## config.mk

```make
export PLATFORM = sky130hd
export DESIGN_NAME = qdac_serial_port
export DESIGN_NICKNAME = d
export VERILOG_FILES = /design/src/rtl/qdac_pkg.sv /design/src/rtl/qdac_sdi_sync.sv /design/src/rtl/qdac_frame_fsm.sv /design/src/rtl/qdac_chan_bank.sv /design/src/rtl/qdac_serial_port.sv
export SDC_FILE = /design/constraint.sdc
export NUM_CORES = 1
export LEC_CHECK = 0
export BUFFER_PORTS_ARGS = -buffer_cell sky130_fd_sc_hd__buf_2
export CORE_MARGIN = 1.5
export CORE_UTILIZATION = 55
export DETAILED_ROUTE_END_ITERATION = 12
export HOLD_SLACK_MARGIN = 0.03
export PLACE_DENSITY = 0.8
export REMOVE_ABC_BUFFERS = 1
export SLEW_MARGIN = 10
export SYNTH_ARGS = -nofsm -noshare
export SYNTH_HDL_FRONTEND = slang
export SYNTH_SLANG_ARGS = --single-unit
```

## constraint.sdc

```tcl
create_clock -name clk -period 1.45 [get_ports clk]
set_input_delay 0.29 -clock clk [delete_from_list [all_inputs] [get_ports clk]]
set_output_delay 0.29 -clock clk [all_outputs]
set_load 0.03 [all_outputs]
```

## src/rtl/qdac_pkg.sv

```systemverilog
package qdac_pkg;

    typedef enum logic [1:0] {
        ST_IDLE   = 2'd0,
        ST_SHIFT  = 2'd1,
        ST_COMMIT = 2'd2,
        ST_HOLD   = 2'd3
    } frame_st_t;

endpackage

```

## src/rtl/qdac_sdi_sync.sv

```systemverilog
module qdac_sdi_sync #(
    parameter int STAGES = 2
) (
    input  logic clk,
    input  logic rst_n,
    input  logic sclk,
    input  logic sync_n,
    input  logic sdin,
    output logic sclk_fall,
    output logic sync_hi,
    output logic sdin_s
);
    logic [STAGES-1:0] sclk_ch;
    logic [STAGES-1:0] sync_ch;
    logic [STAGES-1:0] data_ch;
    logic              sclk_prev;

    generate
        if (STAGES == 1) begin : g_single
            always_ff @(posedge clk or negedge rst_n) begin
                if (!rst_n) begin
                    sclk_ch <= 1'b1;
                    sync_ch <= 1'b1;
                    data_ch <= 1'b0;
                end else begin
                    sclk_ch <= sclk;
                    sync_ch <= sync_n;
                    data_ch <= sdin;
                end
            end
        end else begin : g_chain
            always_ff @(posedge clk or negedge rst_n) begin
                if (!rst_n) begin
                    sclk_ch <= '1;
                    sync_ch <= '1;
                    data_ch <= '0;
                end else begin
                    sclk_ch <= {sclk_ch[STAGES-2:0], sclk};
                    sync_ch <= {sync_ch[STAGES-2:0], sync_n};
                    data_ch <= {data_ch[STAGES-2:0], sdin};
                end
            end
        end
    endgenerate

    always_ff @(posedge clk or negedge rst_n) begin
        if (!rst_n) sclk_prev <= 1'b1;
        else        sclk_prev <= sclk_ch[STAGES-1];
    end

    assign sclk_fall = sclk_prev & ~sclk_ch[STAGES-1];
    assign sync_hi   = sync_ch[STAGES-1];
    assign sdin_s    = data_ch[STAGES-1];
endmodule

```

## src/rtl/qdac_frame_fsm.sv

```systemverilog
module qdac_frame_fsm
    import qdac_pkg::*;
#(
    parameter int MASK_W = 4,
    parameter int DATA_W = 12
) (
    input  logic              clk,
    input  logic              rst_n,
    input  logic              sclk_fall,
    input  logic              sync_hi,
    input  logic              sdin_s,
    output frame_st_t         state,
    output logic              wr_en,
    output logic [MASK_W-1:0] wr_mask,
    output logic [DATA_W-1:0] wr_data
);
    localparam int FRAME_W = MASK_W + DATA_W;
    localparam int CNT_W   = $clog2(FRAME_W);
    localparam logic [CNT_W-1:0] LAST = CNT_W'(FRAME_W - 1);

    frame_st_t          nxt;
    logic [CNT_W-1:0]   bit_cnt;
    logic [FRAME_W-1:0] shreg;
    logic               take_bit;
    logic               last_edge;

    assign take_bit  = (state == ST_IDLE || state == ST_SHIFT) && !sync_hi && sclk_fall;
    assign last_edge = take_bit && (bit_cnt == LAST);

    always_comb begin
        nxt = state;
        unique case (state)
            ST_IDLE:   if (!sync_hi) nxt = ST_SHIFT;
            ST_SHIFT:  if (sync_hi) nxt = ST_IDLE;
                       else if (last_edge) nxt = ST_COMMIT;
            ST_COMMIT: nxt = sync_hi ? ST_IDLE : ST_HOLD;
            ST_HOLD:   if (sync_hi) nxt = ST_IDLE;
            default:   nxt = ST_IDLE;
        endcase
    end

    always_ff @(posedge clk or negedge rst_n) begin
        if (!rst_n) state <= ST_IDLE;
        else        state <= nxt;
    end

    always_ff @(posedge clk or negedge rst_n) begin
        if (!rst_n) begin
            bit_cnt <= '0;
            shreg   <= '0;
        end else if (sync_hi && (state == ST_IDLE || state == ST_SHIFT)) begin
            bit_cnt <= '0;
            shreg   <= '0;
        end else if (take_bit) begin
            bit_cnt <= bit_cnt + 1'b1;
            shreg   <= {shreg[FRAME_W-2:0], sdin_s};
        end
    end

    always_comb begin
        wr_en   = (state == ST_COMMIT);
        wr_mask = shreg[FRAME_W-1 -: MASK_W];
        wr_data = shreg[DATA_W-1:0];
    end
endmodule

```

## src/rtl/qdac_chan_bank.sv

```systemverilog
module qdac_chan_bank #(
    parameter int N_CH   = 4,
    parameter int DATA_W = 12
) (
    input  logic                     clk,
    input  logic                     rst_n,
    input  logic                     wr_en,
    input  logic [N_CH-1:0]          wr_mask,
    input  logic [DATA_W-1:0]        wr_data,
    output logic [N_CH*DATA_W-1:0]   dac_data,
    output logic [N_CH-1:0]          dac_upd
);
    generate
        for (genvar i = 0; i < N_CH; i++) begin : g_ch
            always_ff @(posedge clk or negedge rst_n) begin
                if (!rst_n) begin
                    dac_data[i*DATA_W +: DATA_W] <= '0;
                    dac_upd[i]                   <= 1'b0;
                end else if (wr_en && wr_mask[i]) begin
                    dac_data[i*DATA_W +: DATA_W] <= wr_data;
                    dac_upd[i]                   <= 1'b1;
                end else begin
                    dac_upd[i]                   <= 1'b0;
                end
            end
        end
    endgenerate
endmodule

```

## src/rtl/qdac_serial_port.sv

```systemverilog
module qdac_serial_port
    import qdac_pkg::*;
#(
    parameter int N_CH        = 4,
    parameter int DATA_W      = 12,
    parameter int SYNC_STAGES = 2
) (
    input  logic                   clk,
    input  logic                   rst_n,
    input  logic                   sclk,
    input  logic                   sync_n,
    input  logic                   sdin,
    output logic [N_CH*DATA_W-1:0] dac_data,
    output logic [N_CH-1:0]        dac_upd
);
    logic             sclk_fall;
    logic             sync_hi;
    logic             sdin_s;
    frame_st_t        frame_state;
    logic             wr_en;
    logic [N_CH-1:0]  wr_mask;
    logic [DATA_W-1:0] wr_data;

    qdac_sdi_sync #(.STAGES(SYNC_STAGES)) u_sync (
        .clk       (clk),
        .rst_n     (rst_n),
        .sclk      (sclk),
        .sync_n    (sync_n),
        .sdin      (sdin),
        .sclk_fall (sclk_fall),
        .sync_hi   (sync_hi),
        .sdin_s    (sdin_s)
    );

    qdac_frame_fsm #(.MASK_W(N_CH), .DATA_W(DATA_W)) u_fsm (
        .clk       (clk),
        .rst_n     (rst_n),
        .sclk_fall (sclk_fall),
        .sync_hi   (sync_hi),
        .sdin_s    (sdin_s),
        .state     (frame_state),
        .wr_en     (wr_en),
        .wr_mask   (wr_mask),
        .wr_data   (wr_data)
    );

    qdac_chan_bank #(.N_CH(N_CH), .DATA_W(DATA_W)) u_bank (
        .clk      (clk),
        .rst_n    (rst_n),
        .wr_en    (wr_en),
        .wr_mask  (wr_mask),
        .wr_data  (wr_data),
        .dac_data (dac_data),
        .dac_upd  (dac_upd)
    );
endmodule

```

* Word level (Yosys, flattened, before mapping) *
Index checks and enable logic that the tools add are counted.

word-level totals
  register bits after elaboration = 81
  logic and storage cells = 52
  output and inout bits = 52

operators by class
  bitwise gates (word level) = 2
  reductions and logical operators = 13
  add/subtract/negate cells = 1
  multiplexer cells = 14
  equality and inequality tests = 7

operator list
  cell                 count
  $mux 16              2
  $mux 2               5
  $logic_and 1x1->1    8
  $mux 4               2
  $pmux 2 s4           1
  $add 4x1->4 const B  1
  $eq 2x2->1 const B   2
  $eq 4x4->1 const B   1
  $mux 1               4
  $ne 2x2->1 const B   2
  $ne 3x2->1 const B   1
  $reduce_and 3->1     1
  $eq 2x1->1 const B   1
  $logic_not 2->1      1
  $reduce_bool 2->1    1
  $and 1x1->1          1
  $logic_not 1->1      1
  $logic_or 1x1->1     1
  $not 1->1            1

* Depth between registers and ports, before layout *
Gate-level depths: netlist (run 1).

  depth in word-level cells = 8
  mapped depth = 5

* Cells and area by module *
Synthesis (run 1) repeated with hierarchy kept, for this count alone.

unflattened totals
  cell total of the unflattened synthesis = 215
  area, all modules = 3014.1 sq um

modules (own cells, without submodules)
  module          cells an instance  instances  area an instance (sq um)  sequential area each (sq um)
  qdac_chan_bank  112                1          1901.8                    1301.2
  qdac_frame_fsm  95                 1          917.1                     550.5
  qdac_sdi_sync   8                  1          195.2                     181.4

* Worst setup path after synthesis (run 1) *
No wires, ideal clock.

  path type = reg2reg
  from = register u_fsm.state[0]
  to = register u_bank.dac_data[10]
  slack = 0.158 ns
  data required time = 1.325 ns
  path buffers = 1
  setup time = 0.125 ns
  arrival time = 1.167 ns
  stages on the path, launching flop included = 5
  path through = dfrtp_1 > and2b_4 > nand2_4 > buf_6 > mux2_4

between the ends
  longest elaborated chain between the ends = 2

RTL lines
  item                             line                  source
  from (decl)                      qdac_frame_fsm.sv:12  output frame_st_t state,
  from (signal assigned)           qdac_frame_fsm.sv:44  else state <= nxt;
  $eq 2x2->1                       qdac_frame_fsm.sv:61  wr_en = (state == ST_COMMIT);
  $logic_and 1x1->1                qdac_chan_bank.sv:19  end else if (wr_en && wr_mask[i]) begin
  to (signal, indexed assignment)  qdac_chan_bank.sv:20  dac_data[i*DATA_W +: DATA_W] <= wr_data;
  to (decl)                        qdac_chan_bank.sv:10  output logic [N_CH*DATA_W-1:0] dac_data,

Every way passes these cells.
A chain may end at the register's enable or synchronous reset.

* Worst setup path after layout (run 1) *
  from = register u_fsm.state[1]
  to = register u_bank.dac_data[36]

Same word-level chain as after synthesis.

==> flow_summary.toml, run 1 <==
[detailed_routing]
routedWlPerCell_microns = 16.13
dr.pass1.iters = 4
viasPerCell = 5.249
drtIter0Drc = 55
ant_nets = 0
drt-total-wl_microns = 5776
drc_errors = 0
vias = 1879

[placed_design]
dp_slack_ns = 0.07530
gp_congestion = 0.7350
port_buffers = 56
dp_hpwl_microns = 3818
dp_cells = 338

[yosys]
yosysMostFrequentCell = "dfrtp_1"
ys_types = 21
netlist_area_sq_um = 3184
synthTopCellsByArea = "dfrtp_1, mux2_4, nand2_1"
synth_compound_area_frac = 0.03065
synth_fa_ha_area_frac = 0.003929
synthSimpleGateAreaFrac = 0.07662
ys_warn_count = 0
ys_seq_area_frac = 0.6385
synth_common_cells = "dfrtp_1, nand2_1, mux2_4, o21ai_0, mux2_2"
avgSynthCellArea_sq_um = 14.88
synth_seq_cells = 81
synth_edf_count = 0
synthFlopType = "dfrtp_1"
async_flop_share = 1.000
synthCells = 214
synth.mux.area_fraction = 0.2216
synth_xor_area_frac = 0
synth_top_family_by_area = "multiplexers"
synth_top_area_share = 0.5972
yosys.area.top_type = "dfrtp_1"

[clocking]
cts_max_level = 3
worst_skew_pair.late_latency_ns = 0.36
numCtsBuffers = 9
cts_setup_buffers = 0
numClockSinks = 81
cts_tree = "built"
clk_path_buf_depth = 2
root_buffer = "clkbuf_8"
clk_pin_slew_ns = 0.08

[layout]
stdcell_count = 358
num_antenna_cells = 0
area_growth_pct = 19.17
nNetsFinal = 287
fin_util = 0.6850
drive_above_1_share = 0.4790

[timing]
hold_viol = 0
worst_pin_slew_ns = 0.3673
max_clock_freq_ghz = 0.7239
fin_skew_ns = 0.01146
whs_ns = 0.3589
slew_viol_final = 0
slew_headroom = 0.7551
worst_slack_ns = 0.06859
fin_crit_sh = 0.9527
min_period_ns = 1.381
rsz0062_at_grt = "no"
setup_viol = 0

[hold_path]
worstHoldStart = "u_sync.data_ch[0]"
hold_path.class = "flop to flop"

[setup_path]
crit_arrival_ns = 1.62
crit_path_top_delay_cell = "dfrtp_1"
start_kind = "flop"
r2r-start = "u_fsm.state[1]"
crit_required_ns = 1.69
critical_path.max_fanout = 13
crit_family = "simple AND/OR/NAND/NOR gates"
crit_chain = "and2b_4, nand2_4, mux2_2"
endpoint_kind = "flop"
crit_start = "u_fsm.state[1]"
path_class = "flop to flop"
slowest_delay_ns = 0.43
worst-path-buf-inv = 0

[global_routing]
grt_pass1_vias = 1893
grt_overflow = 0
grt_max_degree = 34
track_usage = 0.1967
grt_pass1_wl_microns = 9183
antenna_found_initial = 0

[floorplan]
fp-row-count = 27
chipWidth_microns = 79.09
coreArea_sq_um = 5540
fp.dieArea_sq_um = 6255
ios = 57
start_util = 0.5748
die_y_microns = 79.09

[pwr]
powerDensity_nw_per_um2 = 1072
ir_drop_mv = 1.119
p_total_uw = 4067
p_leak_uw = 0.002201

[run]
maxCapViolCount = 0

[run_status]
status = "complete, no violations"
## layout make-up
type / instances / area [sq um]
repair buffers: 66 / 396.6
multi-input cells: 119 / 1060
inverters: 4 / 15.01
well taps: 72 / 90.09
clock inverters: 7 / 76.32
fillers: 418 / 1745
flip-flops and latches: 81 / 2033
clock buffers: 9 / 123.9
## sequential cells by signal, summed over array words and instances, names as in the netlist
register	count
u_bank.dac_upd	4
u_sync.sync_ch	2
u_fsm.bit_cnt	4
u_sync.sclk_prev	1
u_bank.dac_data	48
u_fsm.state	2
u_sync.sclk_ch	2
u_fsm.shreg	16
u_sync.data_ch	2
## final timing paths
kind,to,slack [ns],cells after the start
worst min register to register,u_sync.data_ch[1],0.36,0
worst min-delay path,u_sync.data_ch[1],0.36,0
max in group asynchronous,u_sync.sclk_prev,0.55,3
worst max register to register,u_bank.dac_data[36],0.07,3
min in group asynchronous,u_bank.dac_data[22],0.39,2
worst max-delay path,u_bank.dac_data[36],0.07,3
## kinds of logic after synthesis
kind of cell,count (synthesis)
compound gates,19
fa+ha+maj,1
buf+inv,14
flops,81
mux,51
simple gates,48
## placed cells by master (no fill, tap or decap), types with 2 or more instances in the layout
cell type,count
dfrtp_1,76
buf_2,55
nand2_1,38
mux2_4,36
o21ai_0,17
mux2_2,12
clkbuf_8,9
dfstp_2,5
nand2_4,4
inv_1,4
dlygate4sd3_1,4
buf_4,4
mux2i_1,3
a31oi_1,2
inv_6,2
clkinv_2,2
buf_12,2
## power breakdown
part           switching [uW]  internal (uW)  leakage (uW)
Combinational            70.8           37.2      0.000992
Clock                     852            813      0.000102
Sequential               13.6           2280       0.00111
Total                     937           3130       0.00220
## metrics by stage
stage,cell area (sq um),TNS (ns)
2_1_floorplan,3108,-7.291
3_3_place_gp,3551,0
3_5_place_dp,3551,0
4_1_cts,3791,0
5_1_grt,3795,0
6_report,3795,0
## per-layer routing
layer,GRT usage,up-vias,routed length [microns]
met1,0.2486,964,2516
li1,-,855,-
met5,0,-,0
met2,0.3291,52,2940
met3,0.04828,8,255
met4,0.07193,0,65
## what timing repair did
action | 4_1_cts | 5_1_grt
resized for setup | 0 | 1
hold buffers | 4 | 0
endpoints found under the hold margin | 27 | 0
setup endpoints to repair | 0 | 6
## worst register-to-register path: cells and delay by family (launching register included)
kind,cells,cell delay [ns]
DFF,1,0.43
muxes,1,0.38
and+or+nand+nor,2,0.45
(Power assumes the default switching activity.)
==> run 2: changes to the inputs <==
Settings changed: CORE_UTILIZATION 55 to 45, PLACE_DENSITY 0.8 to 0.68.
==> run 2 against run 1 <==
Net effect:
- count of clock-buffer cells in the layout stayed put
- critical path depth stayed put
- sequential cell count is the same
==> flow_summary.toml, run 2 (synthesis gave the netlist of run 1 again) <==
[run_status]
status = "complete, no violations"

[timing]
min_period_ns = 1.402
slew_headroom = 0.7613
fin_skew_ns = 0.01024
whs_ns = 0.04459
setup-tns-final_ns = 0
hold_viol = 0
max_clock_freq_ghz = 0.7131
rsz0062_at_grt = "no"
fin_crit_sh = 0.9671
setup_viol = 0
worst_pin_slew_ns = 0.3580
slew_viol_final = 0

[clocking]
cts_max_level = 3
numCtsBuffers = 9
clk_path_buf_depth = 2
numClockSinks = 81
cts_tree = "built"
clk_pin_slew_ns = 0.09
worst_skew_pair.late_latency_ns = 0.35
cts_setup_buffers = 0
root_buffer = "clkbuf_8"

[detailed_routing]
routedWlPerCell_microns = 14.89
viasPerCell = 4.780
drc_errors = 0
vias = 1821
ant_nets = 0
drtIter0Drc = 66
dr.pass1.iters = 4
drt-total-wl_microns = 5674

[global_routing]
track_usage = 0.1612
grt_max_degree = 34
grt_pass1_vias = 1786
grt_overflow = 0
grt.busiest_layer = "met2"
antenna_found_initial = 0
use_met3 = 0.04171
grt_pass1_wl_microns = 9114
globalRouteMet1Util = 0.2237
gr-usage-met2 = 0.2389

[layout]
nNetsFinal = 286
layout_commonest_cell = "dfrtp_1"
largest_reg_flops = 48
seq_area_sq_um = 2033
top_register = "u_bank.dac_data"
nFillCells = 589
final_cell_mix = "dfrtp_1, buf_2, nand2_1"
drive_above_1_share = 0.4807
area_growth_pct = 19.73
num_antenna_cells = 0
top_regs = "u_bank.dac_data: 48 flops, u_fsm.shreg: 16 flops"
multiInputGateArea_sq_um = 1069

[pwr]
p_seq_frac = 0.564
powerDensity_nw_per_um2 = 1067
combPwrFrac = 0.025
clkPwrFrac = 0.411
p_sw_uw = 942.3
p_int_uw = 3125
swShare = 0.2317
p_leak_uw = 0.002174
ir_drop_mv = 0.4154

[run]
maxCapViolCount = 0

[hold_path]
hold_path.class = "input pin to flop"

[floorplan]
fp-row-count = 30
start_util = 0.4661
die_y_microns = 87.12
fp.dieArea_sq_um = 7590
chipWidth_microns = 87.12
ios = 57
coreArea_sq_um = 6832

[setup_path]
critical_path.max_fanout = 13
slowest_delay_ns = 0.44
crit_path_top_delay_cell = "dfrtp_1"
worst-path-buf-inv = 0
crit_required_ns = 1.68
crit_arrival_ns = 1.64
start_kind = "flop"
crit_chain = "and2b_4, nand2_4, mux2_2"
path_class = "flop to flop"
crit_family = "simple AND/OR/NAND/NOR gates"
endpoint_kind = "flop"

[placed_design]
gp_congestion = 0.7082
dp_hpwl_microns = 3683
port_buffers = 56
[run 2: changes by cell type in the layout (fill, tap and decap cells not counted), sizes merged]
cell / delta
dlygate4sd3: -1
[run 2: metrics by stage]
stage               power, uW  cell area, sq um  setup slack [ns]  std cells    util
detailed placement       2437              3568           0.06555        362  0.5223
CTS                      4098              3800           0.03504        381  0.5562
global route             4210              3812          0.002531        381  0.5581
global placement         2435              3568           0.09030        362  0.5223
finish                   4067              3812           0.04764        381  0.5581
floorplan                2358              3108           -0.4425        204       -
[run 2: path summary, 6_finish.rpt]
check | start | end | slack, ns | cells after the start
worst max-delay path | u_fsm.state[1] | u_bank.dac_data[0] | 0.05 | 3
worst min-delay path | sdin | u_sync.data_ch[0] | 0.04 | 1
worst max register to register | u_fsm.state[1] | u_bank.dac_data[0] | 0.05 | 3
worst min register to register | u_sync.data_ch[0] | u_sync.data_ch[1] | 0.36 | 0
max in group asynchronous | rst_n | u_bank.dac_data[25] | 0.53 | 3
min in group asynchronous | rst_n | u_fsm.shreg[14] | 0.40 | 2
[run 2: power by group through the flow]
stage	clock network [uW]	registers (uW)	logic, uW
final	1670	2290	102
after global routing	1790	2300	119
after CTS	1700	2290	106
after detailed placement	0	2340	99.3
after global placement	0	2340	97.7
after floorplan	0	2330	23.4
[run 2: area by class of cell]
cell class                      count  share of cell area
Inverter                            4            0.003938
Clock inverter                      7             0.02035
Timing Repair Buffer               65             0.09813
Clock buffer                        9             0.03249
Sequential cell                    81              0.5333
Tap cell                           96             0.03151
Multi-Input combinational cell    119              0.2803
[run 2: timing repair]
action,CTS,global route
hold buffers,3,0
endpoints found under the setup margin,0,16
endpoints found under the hold margin,19,0
resized for setup,0,2
[run 2: worst register-to-register path, stage by stage, from the launching register on]
cell and delay [ns]:
dfrtp_1 0.44, and2b_4 0.24, nand2_4 0.23, mux2_2 0.38
[run 2: routing by layer]
layer	vias up	share of wire	wire, microns
met2	53	0.45	2565
met4	0	0.017	99
met1	899	0.48	2723
li1	857	-	-
met5	-	0	0
met3	12	0.050	285
==> run 3: changes to the inputs <==
Settings changed: PLACE_DENSITY 0.68 to 0.67.
==> run 3 against run 2 <==
Net effect:
- sequential power barely moved
- critical path depth did not move
- wire length fell by 1.9%
- final area fell by 1.7%
- sequential share of layout area rose by 0.91 points
- utilization fell by 0.93 points
- via count fell by 1.6%
- clock power fell by 18%
- worst setup slack improved by 0.011 ns
- power fell by 7.4%
- highest routed layer unchanged
==> flow_summary.toml, run 3 (synthesis gave the netlist of run 1 again) <==
[floorplan]
chipWidth_microns = 87.12
die_y_microns = 87.12
fp.dieArea_sq_um = 7590
coreArea_sq_um = 6832
start_util = 0.4661
ios = 57
fp-row-count = 30

[detailed_routing]
dr.pass1.iters = 4
vias = 1791
drc_errors = 0
routedWlPerCell_microns = 14.68
ant_nets = 0
drt-total-wl_microns = 5564
viasPerCell = 4.726
drtIter0Drc = 65

[setup_path]
r2r-end = "u_bank.dac_data[36]"
slowest_delay_ns = 0.43
crit_required_ns = 1.67
crit_arrival_ns = 1.61
endpoint = "u_bank.dac_data[36]"
r2r.worst_path.cells = 3
r2r-start = "u_fsm.state[1]"
crit_start = "u_fsm.state[1]"
start_kind = "flop"
crit_chain = "and2b_4, nand2_4, mux2_2"
reg2reg_slack_ns = 0.06
endpoint_kind = "flop"
crit_path_top_delay_cell = "dfrtp_1"
critical_path.max_fanout = 13
path_class = "flop to flop"

[run]
maxCapViolCount = 0

[timing]
hold_viol = 0
max_clock_freq_ghz = 0.7185
min_period_ns = 1.392
slew_headroom = 0.7780
worst_pin_slew_ns = 0.3331
fin_skew_ns = 0.004175
fin_crit_sh = 0.9598
slew_viol_final = 0
rsz0062_at_grt = "no"
setup_viol = 0
whs_ns = 0.04885

[layout]
area_growth_pct = 17.72
num_antenna_cells = 0
final_area_sq_um = 3749
top_regs = "u_bank.dac_data: 48 flops, u_fsm.shreg: 16 flops"
drive_above_1_share = 0.4806
layout_commonest_cell = "dfrtp_1"
nNetsFinal = 285
fin_util = 0.5487
top_register = "u_bank.dac_data"
largest_reg_flops = 48
final_cell_mix = "dfrtp_1, buf_2, nand2_1"

[global_routing]
grt_overflow = 0
use_met3 = 0.03223
grt.busiest_layer = "met2"
gr-usage-met2 = 0.2333
antenna_found_initial = 0
track_usage = 0.1591
grt_pass1_vias = 1712
globalRouteMet1Util = 0.2247
grt_pass1_wl_microns = 8901
grt_max_degree = 40

[clocking]
numClockSinks = 81
root_buffer = "clkbuf_8"
clk_path_buf_depth = 2
numCtsBuffers = 9
cts_max_level = 3
clk_pin_slew_ns = 0.08
ctsResizeCount = 0
cts_tree = "built"
worst_skew_pair.late_latency_ns = 0.34

[run_status]
status = "complete, no violations"

[hold_path]
hold_path.class = "input pin to flop"
worstHoldStart = "sclk"

[placed_design]
dp_hpwl_microns = 3658
post_dp_cell_area_sq_um = 3568
port_buffers = 56
gp_congestion = 0.6754

[pwr]
p_leak_uw = 0.002170
ir_drop_mv = 0.3816
powerDensity_nw_per_um2 = 1004
[run 3: cell count changes in the layout (fill, tap and decap cells not counted), sizes merged]
cell         previous run  this run
clkinv                  2         5
dlygate4sd3             3         2
bufinv                  1         0
inv                     7         4
[run 3: how the worst min path moves through the flow]
stage | endpoint | depth (start not counted)
after CTS | u_sync.sclk_ch[0] | 1
after detailed placement | u_bank.dac_data[27] | 1
final | u_sync.sclk_ch[0] | 1
after global routing | u_sync.sclk_ch[0] | 1
after floorplan | u_bank.dac_data[0] | 0
after global placement | u_bank.dac_data[27] | 1
[run 3: report_power, final]
part,internal [uW],switching [uW]
Clock,602,772
Sequential,2280,13.4
Combinational,29.0,68.6
[run 3: timing repair]
action / CTS / global route
hold buffers: 2 / 0
hold endpoints to repair: 20 / 0
setup buffers: 0 / 0
[run 3: layout make-up]
type                            instances  area [sq um]
Clock buffer                            9         123.9
Sequential cell                        81          2033
Inverter                                4         15.01
Multi-Input combinational cell        119          1060
Clock inverter                          6         36.28
Timing Repair Buffer                   64         360.3
Fill cell                             598          3083
Tap cell                               96         120.1
[run 3: routing by layer]
metal | vias to the layer above | wire length [microns]
met2 | 39 | 2571
met1 | 895 | 2711
met4 | 0 | 63
li1 | 850 | -
met5 | - | 0
met3 | 7 | 217
[run 3: metrics by stage]
step	TNS [ns]	total power (uW)	setup WS, ns	cells
floorplan	-7.291	2358	-0.4425	204
global placement	0	2433	0.09638	362
detailed placement	0	2436	0.06125	362
CTS	0	3817	0.04713	379
global route	0	3928	0.005444	379
finish	0	3765	0.05828	379
[run 3: worst max-delay path, delay by kind of cell, from the launching register on]
| family | cells | cell delay, ns |
|---|---|---|
| multiplexers | 1 | 0.38 |
| AND/OR/NAND/NOR | 2 | 0.46 |
| flip-flops | 1 | 0.43 |
